--- src/rtl/symrate_pkg.sv ---
package symrate_pkg;

   // Width of the largest step: (2^(mw+1)-1) << (2^ew - 1)
   function automatic int unsigned incr_width(input int unsigned mw, input int unsigned ew);
      return mw + (1 << ew);
   endfunction

endpackage

--- src/rtl/symrate_shift.sv ---
module symrate_shift #(
   parameter int unsigned MANT_W       = 8,
   parameter int unsigned EXP_W        = 4,
   parameter int unsigned INC_W        = 24,
   parameter bit          SHIFT_STAGED = 1'b1
) (
   input  logic [MANT_W-1:0] mant_i,
   input  logic [EXP_W-1:0]  exp_i,
   output logic [INC_W-1:0]  inc_o
);

   localparam int unsigned BASE_W = MANT_W + 1;

   logic [INC_W-1:0] base;
   assign base = INC_W'({1'b1, mant_i});

   generate
      if (SHIFT_STAGED) begin : g_staged
         // logarithmic shifter, one mux rank per exponent bit
         logic [INC_W-1:0] stg [EXP_W+1];
         assign stg[0] = base;
         for (genvar s = 0; s < EXP_W; s++) begin : g_rank
            assign stg[s+1] = exp_i[s] ? (stg[s] << (2 ** s)) : stg[s];
         end
         assign inc_o = stg[EXP_W];
      end else begin : g_direct
         assign inc_o = base << exp_i;
      end
   endgenerate

   if (BASE_W > INC_W) begin : g_bad_width
      $fatal(1, "symrate_shift: INC_W too narrow for mantissa");
   end

endmodule

--- src/rtl/symrate_accum.sv ---
module symrate_accum #(
   parameter int unsigned ACC_W = 28
) (
   input  logic             clk_i,
   input  logic             rst_ni,
   input  logic             clr_i,
   input  logic [ACC_W-1:0] inc_i,
   output logic [ACC_W-1:0] acc_o,
   output logic             wrap_o,
   output logic             tick_o
);

   logic [ACC_W-1:0] acc_q;
   logic             tick_q;
   logic [ACC_W:0]   sum;

   assign sum    = {1'b0, acc_q} + {1'b0, inc_i};
   assign wrap_o = sum[ACC_W];

   always_ff @(posedge clk_i or negedge rst_ni) begin
      if (!rst_ni) begin
         acc_q  <= '0;
         tick_q <= 1'b0;
      end else if (clr_i) begin
         acc_q  <= '0;
         tick_q <= 1'b0;
      end else begin
         acc_q  <= sum[ACC_W-1:0];
         tick_q <= sum[ACC_W];
      end
   end

   assign acc_o  = acc_q;
   assign tick_o = tick_q;

endmodule

--- src/rtl/symrate_gen.sv ---
module symrate_gen #(
   parameter int unsigned MANT_W       = 8,
   parameter int unsigned EXP_W        = 4,
   parameter int unsigned ACC_W        = 28,
   parameter bit          SHIFT_STAGED = 1'b1
) (
   input  logic              clk_i,
   input  logic              rst_ni,
   input  logic              clr_i,
   input  logic [MANT_W-1:0] mant_i,
   input  logic [EXP_W-1:0]  exp_i,
   output logic              tick_o
);

   localparam int unsigned INC_W = symrate_pkg::incr_width(MANT_W, EXP_W);
   localparam logic [ACC_W-1:0] INC_RST = ACC_W'(1) << MANT_W;

   // elaboration checks: the largest step must not exceed half a period,
   // so that two carries can never fall on adjacent cycles
   if (MANT_W < 1) begin : g_bad_mant
      $fatal(1, "symrate_gen: MANT_W must be at least 1");
   end
   if (EXP_W < 1 || EXP_W > 5) begin : g_bad_exp
      $fatal(1, "symrate_gen: EXP_W must lie in 1..5");
   end
   if (INC_W > ACC_W - 1) begin : g_bad_acc
      $fatal(1, "symrate_gen: ACC_W too narrow for the step range");
   end

   logic [INC_W-1:0] inc_next;
   logic [ACC_W-1:0] inc_q;
   logic [ACC_W-1:0] acc_q;
   logic             wrap;

   symrate_shift #(
      .MANT_W      (MANT_W),
      .EXP_W       (EXP_W),
      .INC_W       (INC_W),
      .SHIFT_STAGED(SHIFT_STAGED)
   ) i_shift (
      .mant_i(mant_i),
      .exp_i (exp_i),
      .inc_o (inc_next)
   );

   // step register: reloads only at a wrap or a clear
   always_ff @(posedge clk_i or negedge rst_ni) begin
      if (!rst_ni) begin
         inc_q <= INC_RST;
      end else if (clr_i || wrap) begin
         inc_q <= ACC_W'(inc_next);
      end
   end

   symrate_accum #(
      .ACC_W(ACC_W)
   ) i_accum (
      .clk_i (clk_i),
      .rst_ni(rst_ni),
      .clr_i (clr_i),
      .inc_i (inc_q),
      .acc_o (acc_q),
      .wrap_o(wrap),
      .tick_o(tick_o)
   );

endmodule

--- config.mk ---
export PLATFORM = sky130hd
export DESIGN_NAME = symrate_gen
export DESIGN_NICKNAME = d
export VERILOG_FILES = /design/src/rtl/symrate_pkg.sv /design/src/rtl/symrate_shift.sv /design/src/rtl/symrate_accum.sv /design/src/rtl/symrate_gen.sv
export SDC_FILE = /design/constraint.sdc
export NUM_CORES = 1
export LEC_CHECK = 0
export ABC_AREA = 1
export CAP_MARGIN = 0
export CORE_MARGIN = 3
export CORE_UTILIZATION = 45
export CTS_CLUSTER_DIAMETER = 40
export CTS_CLUSTER_SIZE = 20
export DETAILED_ROUTE_END_ITERATION = 16
export GPL_TIMING_DRIVEN = 0
export PLACE_DENSITY = 0.7
export SLEW_MARGIN = 10
export SYNTH_ARGS = -nofsm -noshare
export SYNTH_HDL_FRONTEND = slang
export SYNTH_SLANG_ARGS = --single-unit
--- constraint.sdc ---
create_clock -name clk_i -period 4.4 [get_ports clk_i]
set_input_delay 0.44 -clock clk_i [delete_from_list [all_inputs] [get_ports clk_i]]
set_output_delay 0.44 -clock clk_i [all_outputs]
set_load 0.05 [all_outputs]
==> results.txt, run 1 <==
The flow ran to the end, and the final reports show no timing, DRC or antenna violations. Fill cells in the final layout number around 930. The share of power burned in the clock network came out at 0.218. The number of cells produced by synthesis came out at 697. The via count of the first global-routing pass came out at between 4000 and 5000. The quantity of hold-fixing buffers added after cts came out at 0. STA classifies the critical path startpoint as a register. STA classifies the critical path endpoint as a register. The DRC violation total after the first TritonRoute iteration is 257. Data on the critical path is required at its endpoint by between 4 and 5 ns.

The final hold violation count is 0. The top fanout value on the critical path is 10. The power per standard cell area came out at between 200 and 300 mW/mm2. The total setup buffers inserted after CTS came out at 0. The worst-case clock buffer depth is 2.

The routed wire length per instance came out at around 13 um. The global placer's final weighted congestion came out at 0.965. The count of cell types in the netlist came out at 31. The final worst hold slack came out at roughly 0.071 ns.

The CTS tree is built. After floorplanning, the core was sized to cover around 0.009 mm2. The number of search-and-repair iterations in the first detailed-routing pass is 5. The library cell with the largest summed area after synthesis is sky130_fd_sc_hd__dfrtp_1. The clock net in this run drives a total of 53 sinks. After clock tree synthesis, the clock-pin slew on the worst setup and hold paths is 0.11 ns. For this run, the register share of the synthesized area comes to 0.310.

The post-detailed-route count of antenna-violating nets came out at 0. The critical path is of the register to register type. The number of port buffers is 15.

In this run, synthesis inferred 0 flip-flops with an integrated enable. The sequential fraction of design power is 0.417. The met3 usage came out at 0.0224. The most used flip-flop cell after synthesis is sky130_fd_sc_hd__dfrtp_1. The initial antenna violation count is 0. The largest voltage drop on the vdd net came out at roughly 0.00015 V. The tool flagged a number of max-cap violations equal to 0. The number of nets in the finished design came out at 760. Setup violations remaining at the end of the flow were counted as 0. The startpoint identified for the worst register-to-register timing path is inc_q[0]$_DFFE_PN0P_. Ranked by total cell area, the synthesized netlist is headed by sky130_fd_sc_hd__dfrtp_1 30%, sky130_fd_sc_hd__nand2_1 25%, sky130_fd_sc_hd__inv_1 8.5%. The clock latency on the worst-skew pair is between 0.3 and 0.4 ns. The worst slack at placement is approximately 1.9 ns. The most used routing layer in global routing is met2. The wire length of the first global-routing pass is around 20000 um. The net switching power of the design came out at about 0.55 mW.

The pin count of the biggest net entering global routing came out at 36. From bottom edge to top edge, the die measures 104 um. The proportion of power drawn by combinational gates is 0.365. The total number of H-tree levels came out at 2.

Counting instances in the post-synthesis netlist gives the leading cell types as 289 x sky130_fd_sc_hd__nand2_1, 97 x sky130_fd_sc_hd__inv_1, 68 x sky130_fd_sc_hd__nor2_1. The count of cells resized by post-cts repair is 0. The floorplan step defined a die boundary enclosing 0.0107 mm2. For this run, the number of Yosys warnings is 0.

The cell area after technology mapping is between 0.004 and 0.005 mm2. The number of inserted diodes is 0. The count of cells along the worst register-to-register path came out at 11. Setup repair after global routing left no endpoint under its margin. The final HPWL from detailed placement is 8970 um. The highest clock frequency the design can meet is roughly 400 MHz. The internal power came out at 0.853 mW. After synthesis, the share of flip-flops with an asynchronous set or reset is 1.00.

The register-to-register setup slack came out at between 1.5 and 2 ns. The total overflow reported by the global router came out at 0. The width of the die is ~100 um.

The final clock skew is 0.0115 ns. The via total after detailed routing came out at between 4000 and 5000. The cell leakage power is about 2.7 nW. For this configuration, the core starts out at a cell density of 0.477. The post-route total power is 1.40 mW. The met1 demand-to-capacity share in global routing came out at 0.296.

The global routing usage on met2 is 0.368. Across every metal layer, demand over resource in global routing totals 0.219. Wires add up to 11100 um.

The critical path data arrival time came out at 2.67 ns. After detailed routing, the number of remaining DRC violations is 0. The number of nets in the synthesized netlist is 737. The number of cell rows came out at 34. Buffers inserted during clock tree synthesis total 5. The flip-flop and latch count after synthesis is 53. After synthesis, the mean cell area works out to between 6 and 7 um2. The switching share of power is 0.392.

For the final routed database, the setup TNS stands at 0 ns. The type of the worst min-delay path is input port to async pin. The number of max-slew violations in the final report is 0. The critical path startpoint is inc_q[0]$_DFFE_PN0P_. The area added between synthesis and finish is 9.85%.

sky130_fd_sc_hd__nand2_1 is the most common cell in the netlist. The final worst slack came out at 1.94 ns. The share of cells above drive strength 1 is 0.0388. The time the worst path needs with I/O delays and setup is ~2.5 ns. The post-route fraction of the period consumed by the critical path is 0.560.

After detailed routing, the number of vias per cell comes to around 5.1. The cell chosen for the clock root is sky130_fd_sc_hd__clkbuf_8. The proportion of netlist area held by the largest area contributor is 0.304. At the pin with the least slew margin, the transition time is around 0.54 ns. In this run the tightest slew margin relative to its limit is 0.637. The total I/O pin count is 16.
## layout make-up
class                   count  area, um2  area share
plain buffers              17       85.1      0.0181
clock buffers               6       82.6      0.0176
clock inverters             2       16.3     0.00346
inverters                 100        375      0.0799
multi-input cells         527       2490       0.530
flip-flops and latches     53       1330       0.282
well taps                 126        158      0.0335
repair buffers             16        165      0.0351
## final timing paths
kind / end
max: inc_q[19]$_DFFE_PN0P_
min: i_accum.acc_o[3]$_DFF_PN0_
max reg2reg: inc_q[19]$_DFFE_PN0P_
min reg2reg: inc_q[8]$_DFFE_PN1P_
max in group asynchronous: inc_q[8]$_DFFE_PN1P_
min in group clk_i: inc_q[8]$_DFFE_PN1P_
## flip-flops by register name (all words and copies together), names as in the netlist
register and cells:
inc_q 24, i_accum.tick_o 1, i_accum.acc_o 28
## cell families after synthesis
group                      after synthesis  share of synthesized area
and+or+nand+nor                        439                      0.427
adders and majority gates               25                     0.0749
xor gates and xnor gates                 1                    0.00205
DFF                                     53                      0.310
buffers and inverters                  117                      0.108
AOI/OAI and AO/OA                       62                     0.0787
## power groups by stage
stage,Clock (mW),Sequential [mW],Combinational (mW)
floorplan,0,0.579,0.374
global placement,0,0.592,0.489
detailed placement,0,0.593,0.503
CTS,0.317,0.585,0.506
global route,0.337,0.591,0.596
finish,0.306,0.584,0.512
## cells in the final DEF (no fill, tap or decap)
master	netlist	layout
sky130_fd_sc_hd__nor2_2	1	1
sky130_fd_sc_hd__clkinv_1	2	2
sky130_fd_sc_hd__o21bai_1	3	3
sky130_fd_sc_hd__inv_2	1	1
sky130_fd_sc_hd__dfrtp_1	52	52
sky130_fd_sc_hd__nand4_1	27	27
sky130_fd_sc_hd__a21o_1	1	1
sky130_fd_sc_hd__and2_4	1	1
sky130_fd_sc_hd__nand3_1	33	33
sky130_fd_sc_hd__dfstp_2	1	1
sky130_fd_sc_hd__buf_12	0	1
sky130_fd_sc_hd__ha_1	24	24
sky130_fd_sc_hd__o21a_1	2	2
sky130_fd_sc_hd__inv_1	97	97
sky130_fd_sc_hd__clkbuf_8	0	6
sky130_fd_sc_hd__o21ai_0	25	25
sky130_fd_sc_hd__clkbuf_1	9	9
sky130_fd_sc_hd__a21oi_4	1	1
sky130_fd_sc_hd__buf_6	2	2
sky130_fd_sc_hd__buf_2	5	6
sky130_fd_sc_hd__inv_6	0	1
sky130_fd_sc_hd__nor2_1	68	68
sky130_fd_sc_hd__nor2_4	1	1
sky130_fd_sc_hd__a21oi_1	30	30
sky130_fd_sc_hd__clkdlybuf4s50_1	0	14
sky130_fd_sc_hd__buf_1	1	1
sky130_fd_sc_hd__nand2_4	1	1
sky130_fd_sc_hd__nand2_1	289	289
sky130_fd_sc_hd__nor3_1	8	8
sky130_fd_sc_hd__nand2_2	1	1
sky130_fd_sc_hd__xnor2_1	1	1
sky130_fd_sc_hd__or2_2	2	2
sky130_fd_sc_hd__nand3_4	1	1
sky130_fd_sc_hd__and2_1	6	6
sky130_fd_sc_hd__clkinvlp_4	0	1
sky130_fd_sc_hd__fa_1	1	1
## routing by layer
layer / vias to the layer above / part of all wire
met4: 0 / 0.024
met1: 1954 / 0.47
met3: 18 / 0.042
li1: 2237 / -
met2: 110 / 0.46
met5: - / 0
## per-stage QoR
| stage | instances | instance area [um2] | utilization |
|---|---|---|---|
| finish | 847 | 4700 | 0.524 |
| global route | 847 | 4700 | 0.524 |
| CTS | 847 | 4700 | 0.524 |
| detailed placement | 839 | 4600 | 0.513 |
| global placement | 838 | 4590 | 0.511 |
| floorplan | 697 | 4280 | - |
## critical path: stages, from the launching register on
cell	delay [ns]
sky130_fd_sc_hd__dfrtp_1	0.40
sky130_fd_sc_hd__ha_1	0.26
sky130_fd_sc_hd__fa_1	0.45
sky130_fd_sc_hd__nand3_1	0.10
sky130_fd_sc_hd__nand3_1	0.17
sky130_fd_sc_hd__nand3_1	0.12
sky130_fd_sc_hd__nand3_1	0.21
sky130_fd_sc_hd__nand2_4	0.20
sky130_fd_sc_hd__nand3_4	0.13
sky130_fd_sc_hd__buf_6	0.18
sky130_fd_sc_hd__nand2_1	0.07
sky130_fd_sc_hd__nand2_1	0.06
No activity file was read; power rests on OpenSTA's default activity.
==> run 2, diff against run 1 <==
--- a/config.mk
+++ b/config.mk
@@ -13,7 +13,7 @@
 export CTS_CLUSTER_SIZE = 20
 export DETAILED_ROUTE_END_ITERATION = 16
 export GPL_TIMING_DRIVEN = 0
-export PLACE_DENSITY = 0.7
+export PLACE_DENSITY = 0.72
 export SLEW_MARGIN = 10
 export SYNTH_ARGS = -nofsm -noshare
 export SYNTH_HDL_FRONTEND = slang
==> constraint.sdc (replaced) <==
create_clock -name clk_i -period 2 [get_ports clk_i]
set_input_delay 0.2 -clock clk_i [delete_from_list [all_inputs] [get_ports clk_i]]
set_output_delay 0.2 -clock clk_i [all_outputs]
set_load 0.05 [all_outputs]
==> run 2 against run 1 <==
  * Critical path depth shrank 3
  * Utilization is 4.9 points higher
  * Combinational power rose to 2.6 times the previous value
  * Clock power up 130%
  * Register-to-register slack lost 1.9 ns
  * Sequential share of layout area shrank 2.4 points
  * Hold slack better by 0.30 ns
  * Global-route usage shrank 0.18 points
  * Critical endpoint is now i_accum.acc_o[18]$_DFF_PN0_
  * Largest cell class unchanged
==> results.txt, run 2 (synthesis results as in run 1) <==
The final HPWL from detailed placement is 8960 um (was 8970 um). The via total after detailed routing came to 4448 (was 4319). The DRC violation total after the first TritonRoute iteration was 324 (was 257).

The category of the most critical setup path is register to register (unchanged). The top fanout value on the critical path came out at 5 (was 10). The clock latency on the worst-skew pair came out at 0.32 ns (was 0.31 ns).

The footprint of the multi-input gates is 0.00282 mm2 (was 0.00249 mm2). The number of max-slew violations in the final report was 0 (unchanged). Setup repair after global routing missed its margin: true (was false). The most frequent standard cell in the layout excluding fill and tap cells is sky130_fd_sc_hd__nand2_1 (unchanged). The CTS clock-pin slew for the worst setup and hold paths came out at 0.11 ns (about the same). The power per standard cell area is 653 mW/mm2 (was 298 mW/mm2).

The critical path data arrival time came out at 2.20 ns (was 2.67 ns). The area added between synthesis and finish is 20.2% (was 9.85%). The tightest slew margin relative to the limit is 0.660 (was 0.637). The number of port buffers came out at 15 (unchanged). The post-route fraction of the period consumed by the critical path is 0.991 (was 0.560). The wire length of the first global-routing pass is 19200 um (was 19500 um). The global placer's final weighted congestion is 0.969 (was 0.965). The slew at the pin closest to its max-slew limit was 0.509 ns (was 0.544 ns).

The filler cell count came out at 823 (was 934). The post-detailed-route count of antenna-violating nets is 0 (unchanged). The number of search-and-repair iterations in the first detailed-routing pass came out at 5 (unchanged). The cell chosen for the clock root is sky130_fd_sc_hd__clkbuf_8 (unchanged).

The width of the die came out at 104 um (unchanged). The worst-case clock buffer depth was 2 (unchanged). The total clock buffers created by CTS is 5 (unchanged). Cell-by-cell listing of the critical path: ha_1 > nand2_2 > nor2_2 > nand3_1 > nand3_1 > nand3_1 > a21oi_1 > nor2_1 (was ha_1 > fa_1 > nand3_1 > nand3_1 > nand3_1 > nand3_1 > nand2_4 > nand3_4 > buf_6 > nand2_1 > nand2_1). The total I/O pin count came out at 16 (unchanged). The number of max-cap violations came to 0 (unchanged). The routed wire length per instance is 13.9 um (was 13.1 um). The total overflow reported by the global router came out at 0 (unchanged).

The overall die area is 0.0107 mm2 (unchanged). The share of cells above drive strength 1 came out at 0.132 (was 0.0388). The area occupied by registers was 0.00133 mm2 (about the same). The number of nets in the finished design is 774 (was 760). The final clock skew is 0.00751 ns (was 0.0115 ns). The final worst slack is 0.0170 ns (was 1.94 ns). The highest-delay cell along the critical path was sky130_fd_sc_hd__dfrtp_1 (was sky130_fd_sc_hd__fa_1). Result of the run: complete, no violations (unchanged). The worst slack at placement was -0.411 ns (was 1.88 ns). The die outline height came out at 104 um (unchanged). The time the worst path needs with I/O delays and setup came to 1.98 ns (was 2.46 ns).

The TritonCTS sink count came out at 53 (unchanged). The CTS tree was built (unchanged). The sort of element at the start of the critical path is a register (unchanged). The core region area came out at 0.00898 mm2 (unchanged). The global-route usage over all layers came to 0.217 (was 0.219). The total number of H-tree levels is 2 (unchanged). The critical path's most frequent cell is sky130_fd_sc_hd__nand3_1 (unchanged). The cell leakage power was 2.81 nW (was 2.70 nW). The largest voltage drop on the vdd net came to 0.000360 V (was 0.000152 V).

The type of the worst min-delay path is input port to async pin (unchanged). The highest clock frequency the design can meet came out at 504 MHz (was 406 MHz). The final worst hold slack came out at 0.369 ns (was 0.0713 ns). The flip-flop count of the largest register, all copies and words added is 28 (unchanged).

Leading cell types in the layout, fill and taps excluded: 273 x sky130_fd_sc_hd__nand2_1, 97 x sky130_fd_sc_hd__inv_1, 59 x sky130_fd_sc_hd__nor2_1 (was 289 x sky130_fd_sc_hd__nand2_1, 97 x sky130_fd_sc_hd__inv_1, 68 x sky130_fd_sc_hd__nor2_1). The type of element capturing the critical path is a register (unchanged). The end-of-flow core utilization is 0.573 (was 0.524). The biggest cell delay along the critical path came to 0.43 ns (was 0.45 ns). The total wirelength of the detailed-routed design is 11900 um (was 11100 um).

The initial antenna violation count is 0 (unchanged). The post-route total power came out at 3.36 mW (was 1.40 mW). The final hold violation count is 0 (unchanged). The number of inserted diodes came out at 0 (unchanged). The worst path required time is 2.22 ns (was 4.60 ns).

The number of DRC violations after detailed routing came out at 0 (unchanged). The number of cell rows came out at 34 (unchanged). The initial cell density of the core is 0.477 (unchanged). The via count of the first global-routing pass was 4197 (was 4236). The pin count of the biggest net entering global routing came out at 36 (unchanged).

The total of endpoints with negative setup slack in the final report is 0 (unchanged). The number of vias per cell came out at 5.17 (was 5.10).
run 2: cell types whose count changed in the layout (fill, tap and decap cells not counted), moves of 6 or more:
cell,delta
sky130_fd_sc_hd__ha_1,-16
sky130_fd_sc_hd__ha_4,+13
sky130_fd_sc_hd__nor2_1,-9
sky130_fd_sc_hd__nand3_2,+6
sky130_fd_sc_hd__nand3_1,-9
sky130_fd_sc_hd__buf_4,+12
sky130_fd_sc_hd__nor2_2,+8
sky130_fd_sc_hd__nand2_2,+14
sky130_fd_sc_hd__nand2_1,-16
run 2: metal layers:
layer  part of all wire  vias to the layer above  GRT usage  wire length [um]
met5                  0                        -          0                 0
met4              0.025                        0     0.0798               296
met3              0.050                       25     0.0286               598
met2               0.49                      136      0.376              5850
met1               0.43                     2029      0.279              5190
li1                   -                     2258          -                 -
run 2: metrics by stage:
step                      instance area, um2  instances  setup TNS [ns]
after floorplan                         4280        697               0
after global placement                  4590        838          -54.96
after detailed placement                4610        839          -11.55
after CTS                               4920        858               0
after global routing                    5140        861          -0.958
final                                   5140        861               0
run 2: critical path, delay by kind of cell (launching register included):
family	cells	cell delay (ns)
simple gates	6	0.91
flops	1	0.43
fa+ha+maj	1	0.38
compound gates	1	0.18
run 2: report_power, final:
| group | internal, mW | switching, mW | total (mW) |
|---|---|---|---|
| clock network | 0.289 | 0.412 | 0.701 |
| logic | 0.513 | 0.816 | 1.33 |
| registers | 1.21 | 0.118 | 1.33 |
| total | 2.01 | 1.35 | 3.36 |
run 2: final timing paths:
kind	slack [ns]	to	from	depth (start not counted)
max	0.02	i_accum.acc_o[18]$_DFF_PN0_	inc_q[9]$_DFFE_PN0P_	8
min in group clk_i	0.52	inc_q[8]$_DFFE_PN1P_	inc_q[8]$_DFFE_PN1P_	2
max in group asynchronous	1.01	inc_q[8]$_DFFE_PN1P_	rst_ni	3
min reg2reg	0.52	inc_q[8]$_DFFE_PN1P_	inc_q[8]$_DFFE_PN1P_	2
max reg2reg	0.02	i_accum.acc_o[18]$_DFF_PN0_	inc_q[9]$_DFFE_PN0P_	8
min	0.37	inc_q[0]$_DFFE_PN0P_	rst_ni	2
run 2: what timing repair did:
item / 4_1_cts / 5_1_grt
resized for setup: 18 / 51
endpoints found under the setup margin: 32 / 38
hold endpoints to repair: 18 / 0
gates cloned: 1 / 1
pin swaps: 6 / 10
buffers inserted: 9 / 2
hold buffers: 1 / 0
run 2: layout make-up:
cell class                      count  area share
Sequential cell                    53       0.258
Clock inverter                      2     0.00340
Tap cell                          126      0.0306
Multi-Input combinational cell    527       0.547
Timing Repair Buffer               30      0.0533
Buffer                             17      0.0180
Clock buffer                        6      0.0161
Inverter                          100      0.0730
==> run 3, diff against run 2 <==
--- a/config.mk
+++ b/config.mk
@@ -7,14 +7,17 @@
 export LEC_CHECK = 0
 export ABC_AREA = 1
 export CAP_MARGIN = 0
+export CELL_PAD_IN_SITES_DETAIL_PLACEMENT = 0
+export CELL_PAD_IN_SITES_GLOBAL_PLACEMENT = 2
 export CORE_MARGIN = 3
-export CORE_UTILIZATION = 45
+export CORE_UTILIZATION = 31
 export CTS_CLUSTER_DIAMETER = 40
 export CTS_CLUSTER_SIZE = 20
 export DETAILED_ROUTE_END_ITERATION = 16
 export GPL_TIMING_DRIVEN = 0
-export PLACE_DENSITY = 0.72
+export PLACE_DENSITY = 0.86
 export SLEW_MARGIN = 10
 export SYNTH_ARGS = -nofsm -noshare
 export SYNTH_HDL_FRONTEND = slang
+export SYNTH_HIERARCHICAL = 1
 export SYNTH_SLANG_ARGS = --single-unit
==> run 3 against run 2 <==
  * The run now ends with setup timing left
  * Hold slack got worse by 0.10 ns
  * Global-route usage decreased by 5.1 points
  * Power increased by 29%
  * Final cell count increased by 9.6%
  * Synthesized area increased by 4.4%
  * Sequential share of layout area decreased by 1.5 points
  * Utilization decreased by 18 points
  * Critical endpoint is now inc_q[10]$_DFFE_PN0P_
  * Highest routed layer unchanged
==> results.txt, run 3 <==
The flip-flop count of the largest register, all copies and words added came to 28 (unchanged). The type of element capturing the critical path is a register (unchanged). Setup repair after global routing missed its margin: true (unchanged). The flip-flop and latch count after synthesis came out at 53 (unchanged). The number of nets in the finished design came out at 807 (was 774). Commonest cells in the synthesized netlist: 291 x sky130_fd_sc_hd__nand2_1, 91 x sky130_fd_sc_hd__inv_1, 68 x sky130_fd_sc_hd__nor2_1 (was 289 x sky130_fd_sc_hd__nand2_1, 97 x sky130_fd_sc_hd__inv_1, 68 x sky130_fd_sc_hd__nor2_1). The average cell area after synthesis came out at 6.21 um2 (was 6.14 um2). The post-detailed-route count of antenna-violating nets is 0 (unchanged). The power per standard cell area came out at 794 mW/mm2 (was 653 mW/mm2). The total instance count after detailed placement came out at 914 (was 839). The slew at the pin closest to its max-slew limit was 0.759 ns (was 0.509 ns). The async set-or-reset flop fraction in the synthesized netlist came out at 1.00 (unchanged).

The final setup TNS is -6.70 ns (was 0 ns). The cell area after technology mapping was 0.00447 mm2 (was 0.00428 mm2). The critical path data arrival time came out at 2.48 ns (was 2.20 ns). The area after detailed placement is 0.00484 mm2 (was 0.00461 mm2).

The routed wire length per instance came out at 13.4 um (was 13.9 um). The cell leakage power came out at 2.99 nW (was 2.81 nW). The via count of the first global-routing pass is 4368 (was 4197). The number of vias per cell came out at 4.70 (was 5.17). The total of endpoints with negative setup slack in the final report came to 25 (was 0).

The via total after detailed routing came out at 4433 (was 4448). The initial cell density of the core came out at 0.319 (was 0.477). The total length of routed met2 wires came out at 5820 um (was 5850 um). The post-route standard cell area excluding fillers is 0.00545 mm2 (was 0.00514 mm2). The pin count of the biggest net entering global routing came out at 54 (was 36).

The most frequent standard cell in the layout excluding fill and tap cells is sky130_fd_sc_hd__nand2_1 (unchanged). The startpoint of the worst-slack reg-to-reg timing path is inc_q[0]$_DFFE_PN0P_ (was inc_q[9]$_DFFE_PN0P_). The core region area came out at 0.0140 mm2 (was 0.00898 mm2). The number of cells in the finished layout apart from fillers is 944 (was 861). The initial antenna violation count came out at 0 (unchanged).

The uppermost signal routing layer after detailed routing is met4 (unchanged). The highest clock frequency the design can meet is 435 MHz (was 504 MHz). The total I/O pin count is 16 (unchanged).

The worst-case clock buffer depth is 2 (unchanged). The checks that failed: setup timing. The number of enable-type register cells in the synthesized netlist was 0 (unchanged). The end-of-flow core utilization came to 0.390 (was 0.573). The tightest slew margin relative to the limit came to 0.493 (was 0.660). The CTS clock-pin slew for the worst setup and hold paths is 0.07 ns (was 0.11 ns). The total number of H-tree levels is 2 (unchanged). The count of cell types in the netlist came out at 32 (was 31). The most used flip-flop cell after synthesis is sky130_fd_sc_hd__dfrtp_1 (unchanged). The time the worst path needs with I/O delays and setup is 2.30 ns (was 1.98 ns). The share of cells above drive strength 1 is 0.170 (was 0.132).

The warning count from the yosys run came out at 6 (was 0). The library cell with the largest summed area after synthesis was sky130_fd_sc_hd__dfrtp_1 (unchanged). The overall die area came to 0.0159 mm2 (was 0.0107 mm2). The area added between synthesis and finish came to 22.0% (was 20.2%).

The beginning of the worst hold path is exp_i[3]. The final HPWL from detailed placement came out at 10100 um (was 8960 um). The number of inserted diodes is 0 (unchanged). The worst slack at placement came to -0.516 ns (was -0.411 ns).

The top fanout value on the critical path is 8 (was 5). The final hold violation count is 0 (unchanged). The number of max-slew violations in the final report came to 0 (unchanged). The sort of element at the start of the critical path was a register (unchanged).

The leading cell type by number of instances after synthesis is sky130_fd_sc_hd__nand2_1 (unchanged). The total wirelength of the detailed-routed design is 12600 um (was 11900 um). The final worst slack came out at -0.298 ns (was 0.0170 ns). The number of DRC violations after detailed routing is 0 (unchanged).

The clock latency on the worst-skew pair is 0.30 ns (was 0.32 ns). Leading cell types in the layout, fill and taps excluded: 270 x sky130_fd_sc_hd__nand2_1, 88 x sky130_fd_sc_hd__inv_1, 64 x sky130_fd_sc_hd__nor2_1 (was 273 x sky130_fd_sc_hd__nand2_1, 97 x sky130_fd_sc_hd__inv_1, 59 x sky130_fd_sc_hd__nor2_1). The detailed-routed wire length on met3 is 254 um (was 598 um). The global-route usage over all layers came out at 0.166 (was 0.217). The final worst hold slack is 0.266 ns (was 0.369 ns).

The routed metal-1 wire length is 6270 um (was 5190 um). The category of the most critical setup path was register to register (unchanged). The CTS tree is built (unchanged). The number of cell rows came to 43 (was 34). The filler cell count is 1554 (was 823). The largest voltage drop on the vdd net is 0.000386 V (was 0.000360 V). The total clock buffers created by CTS came to 5 (unchanged). Most area-consuming cells after synthesis: sky130_fd_sc_hd__dfrtp_1 29%, sky130_fd_sc_hd__nand2_1 24%, sky130_fd_sc_hd__ha_1 7.8% (was sky130_fd_sc_hd__dfrtp_1 30%, sky130_fd_sc_hd__nand2_1 25%, sky130_fd_sc_hd__inv_1 8.5%). The number of max-cap violations is 0 (unchanged). The die outline height is 126 um (was 104 um). The number of search-and-repair iterations in the first detailed-routing pass is 4 (was 5). The global placer's final weighted congestion was 0.896 (was 0.969). The post-route total power came out at 4.33 mW (was 3.36 mW). The total overflow reported by the global router came out at 0 (unchanged). The DRC violation total after the first TritonRoute iteration is 188 (was 324). Result of the run: finished, violations left (was complete, no violations). The number of cells produced by synthesis is 719 (was 697). The width of the die came to 126 um (was 104 um).

The sequential share of the synthesized area is 0.297 (was 0.310). The worst path required time is 2.18 ns (was 2.22 ns). The cell chosen for the clock root is sky130_fd_sc_hd__clkbuf_16 (was sky130_fd_sc_hd__clkbuf_8).

The number of port buffers is 12 (was 15). The critical path startpoint is inc_q[0]$_DFFE_PN0P_ (was inc_q[9]$_DFFE_PN0P_). The wire length of the first global-routing pass is 21500 um (was 19200 um). The TritonCTS sink count is 53 (unchanged). The post-route fraction of the period consumed by the critical path came to 1.15 (was 0.991). The type of the worst min-delay path is input port to register (was input port to async pin). The final clock skew is 0.00991 ns (was 0.00751 ns). The proportion of netlist area held by the largest area contributor came out at 0.291 (was 0.304).
[run 3: what timing repair did]
item | 4_1_cts | 5_1_grt
setup buffers | 15 | 8
resized for setup | 25 | 48
pin swaps | 9 | 13
gates cloned | 2 | 0
endpoints found under the setup margin | 26 | 37
endpoints found under the hold margin | 29 | 0
hold buffers | 1 | 0
[run 3: kinds of logic after synthesis]
family	synth area share
xor+xnor	0.00392
buf+inv	0.106
fa+ha+maj	0.0829
simple gates	0.420
flops	0.297
compound gates	0.0888
other cells	0.000840
[run 3: worst paths after layout]
kind	end	slack (ns)	cells past startpoint
max in group asynchronous	inc_q[23]$_DFFE_PN0P_	0.98	2
min in group asynchronous	i_accum/acc_o[25]$_DFF_PN0_	0.48	2
min reg2reg	inc_q[8]$_DFFE_PN1P_	0.47	2
max	inc_q[10]$_DFFE_PN0P_	-0.30	17
max reg2reg	inc_q[10]$_DFFE_PN0P_	-0.30	17
min	inc_q[0]$_DFFE_PN0P_	0.27	4
[run 3: worst max-delay path: stages, from the launching register on]
cell and delay [ns]:
sky130_fd_sc_hd__dfrtp_1 0.40, sky130_fd_sc_hd__ha_4 0.16, sky130_fd_sc_hd__inv_2 0.04, sky130_fd_sc_hd__fa_2 0.34, sky130_fd_sc_hd__inv_2 0.07, sky130_fd_sc_hd__nand3_2 0.08, sky130_fd_sc_hd__nand3_4 0.09, sky130_fd_sc_hd__nand2_2 0.05
sky130_fd_sc_hd__nand2_2 0.07, sky130_fd_sc_hd__nand2_2 0.05, sky130_fd_sc_hd__nand2_2 0.07, sky130_fd_sc_hd__nand3b_1 0.15, sky130_fd_sc_hd__nand2_4 0.16, sky130_fd_sc_hd__nor2_4 0.05, sky130_fd_sc_hd__buf_12 0.17, sky130_fd_sc_hd__buf_8 0.13
sky130_fd_sc_hd__nand2_2 0.05, sky130_fd_sc_hd__nand2_1 0.05
[run 3: routing by layer]
metal,vias to the layer above,GRT usage
li1,2340,-
met1,2024,0.230
met2,51,0.277
met3,18,0.0144
met4,0,0.0498
met5,-,0
[run 3: power breakdown]
| group | internal (mW) | leakage [nW] | switching [mW] |
|---|---|---|---|
| registers | 1.27 | 0.697 | 0.138 |
| logic | 0.732 | 2.21 | 1.15 |
| clock network | 0.601 | 0.0848 | 0.437 |
| total | 2.61 | 2.99 | 1.72 |
[run 3: layout make-up]
type | count | area, um2 | share of cell area
Buffer | 17 | 138 | 0.0252
Clock buffer | 5 | 125 | 0.0230
Clock inverter | 3 | 47.5 | 0.00872
Inverter | 94 | 353 | 0.0647
Multi-Input combinational cell | 558 | 2930 | 0.537
Sequential cell | 53 | 1330 | 0.244
Tap cell | 180 | 225 | 0.0413
Timing Repair Buffer | 34 | 309 | 0.0567
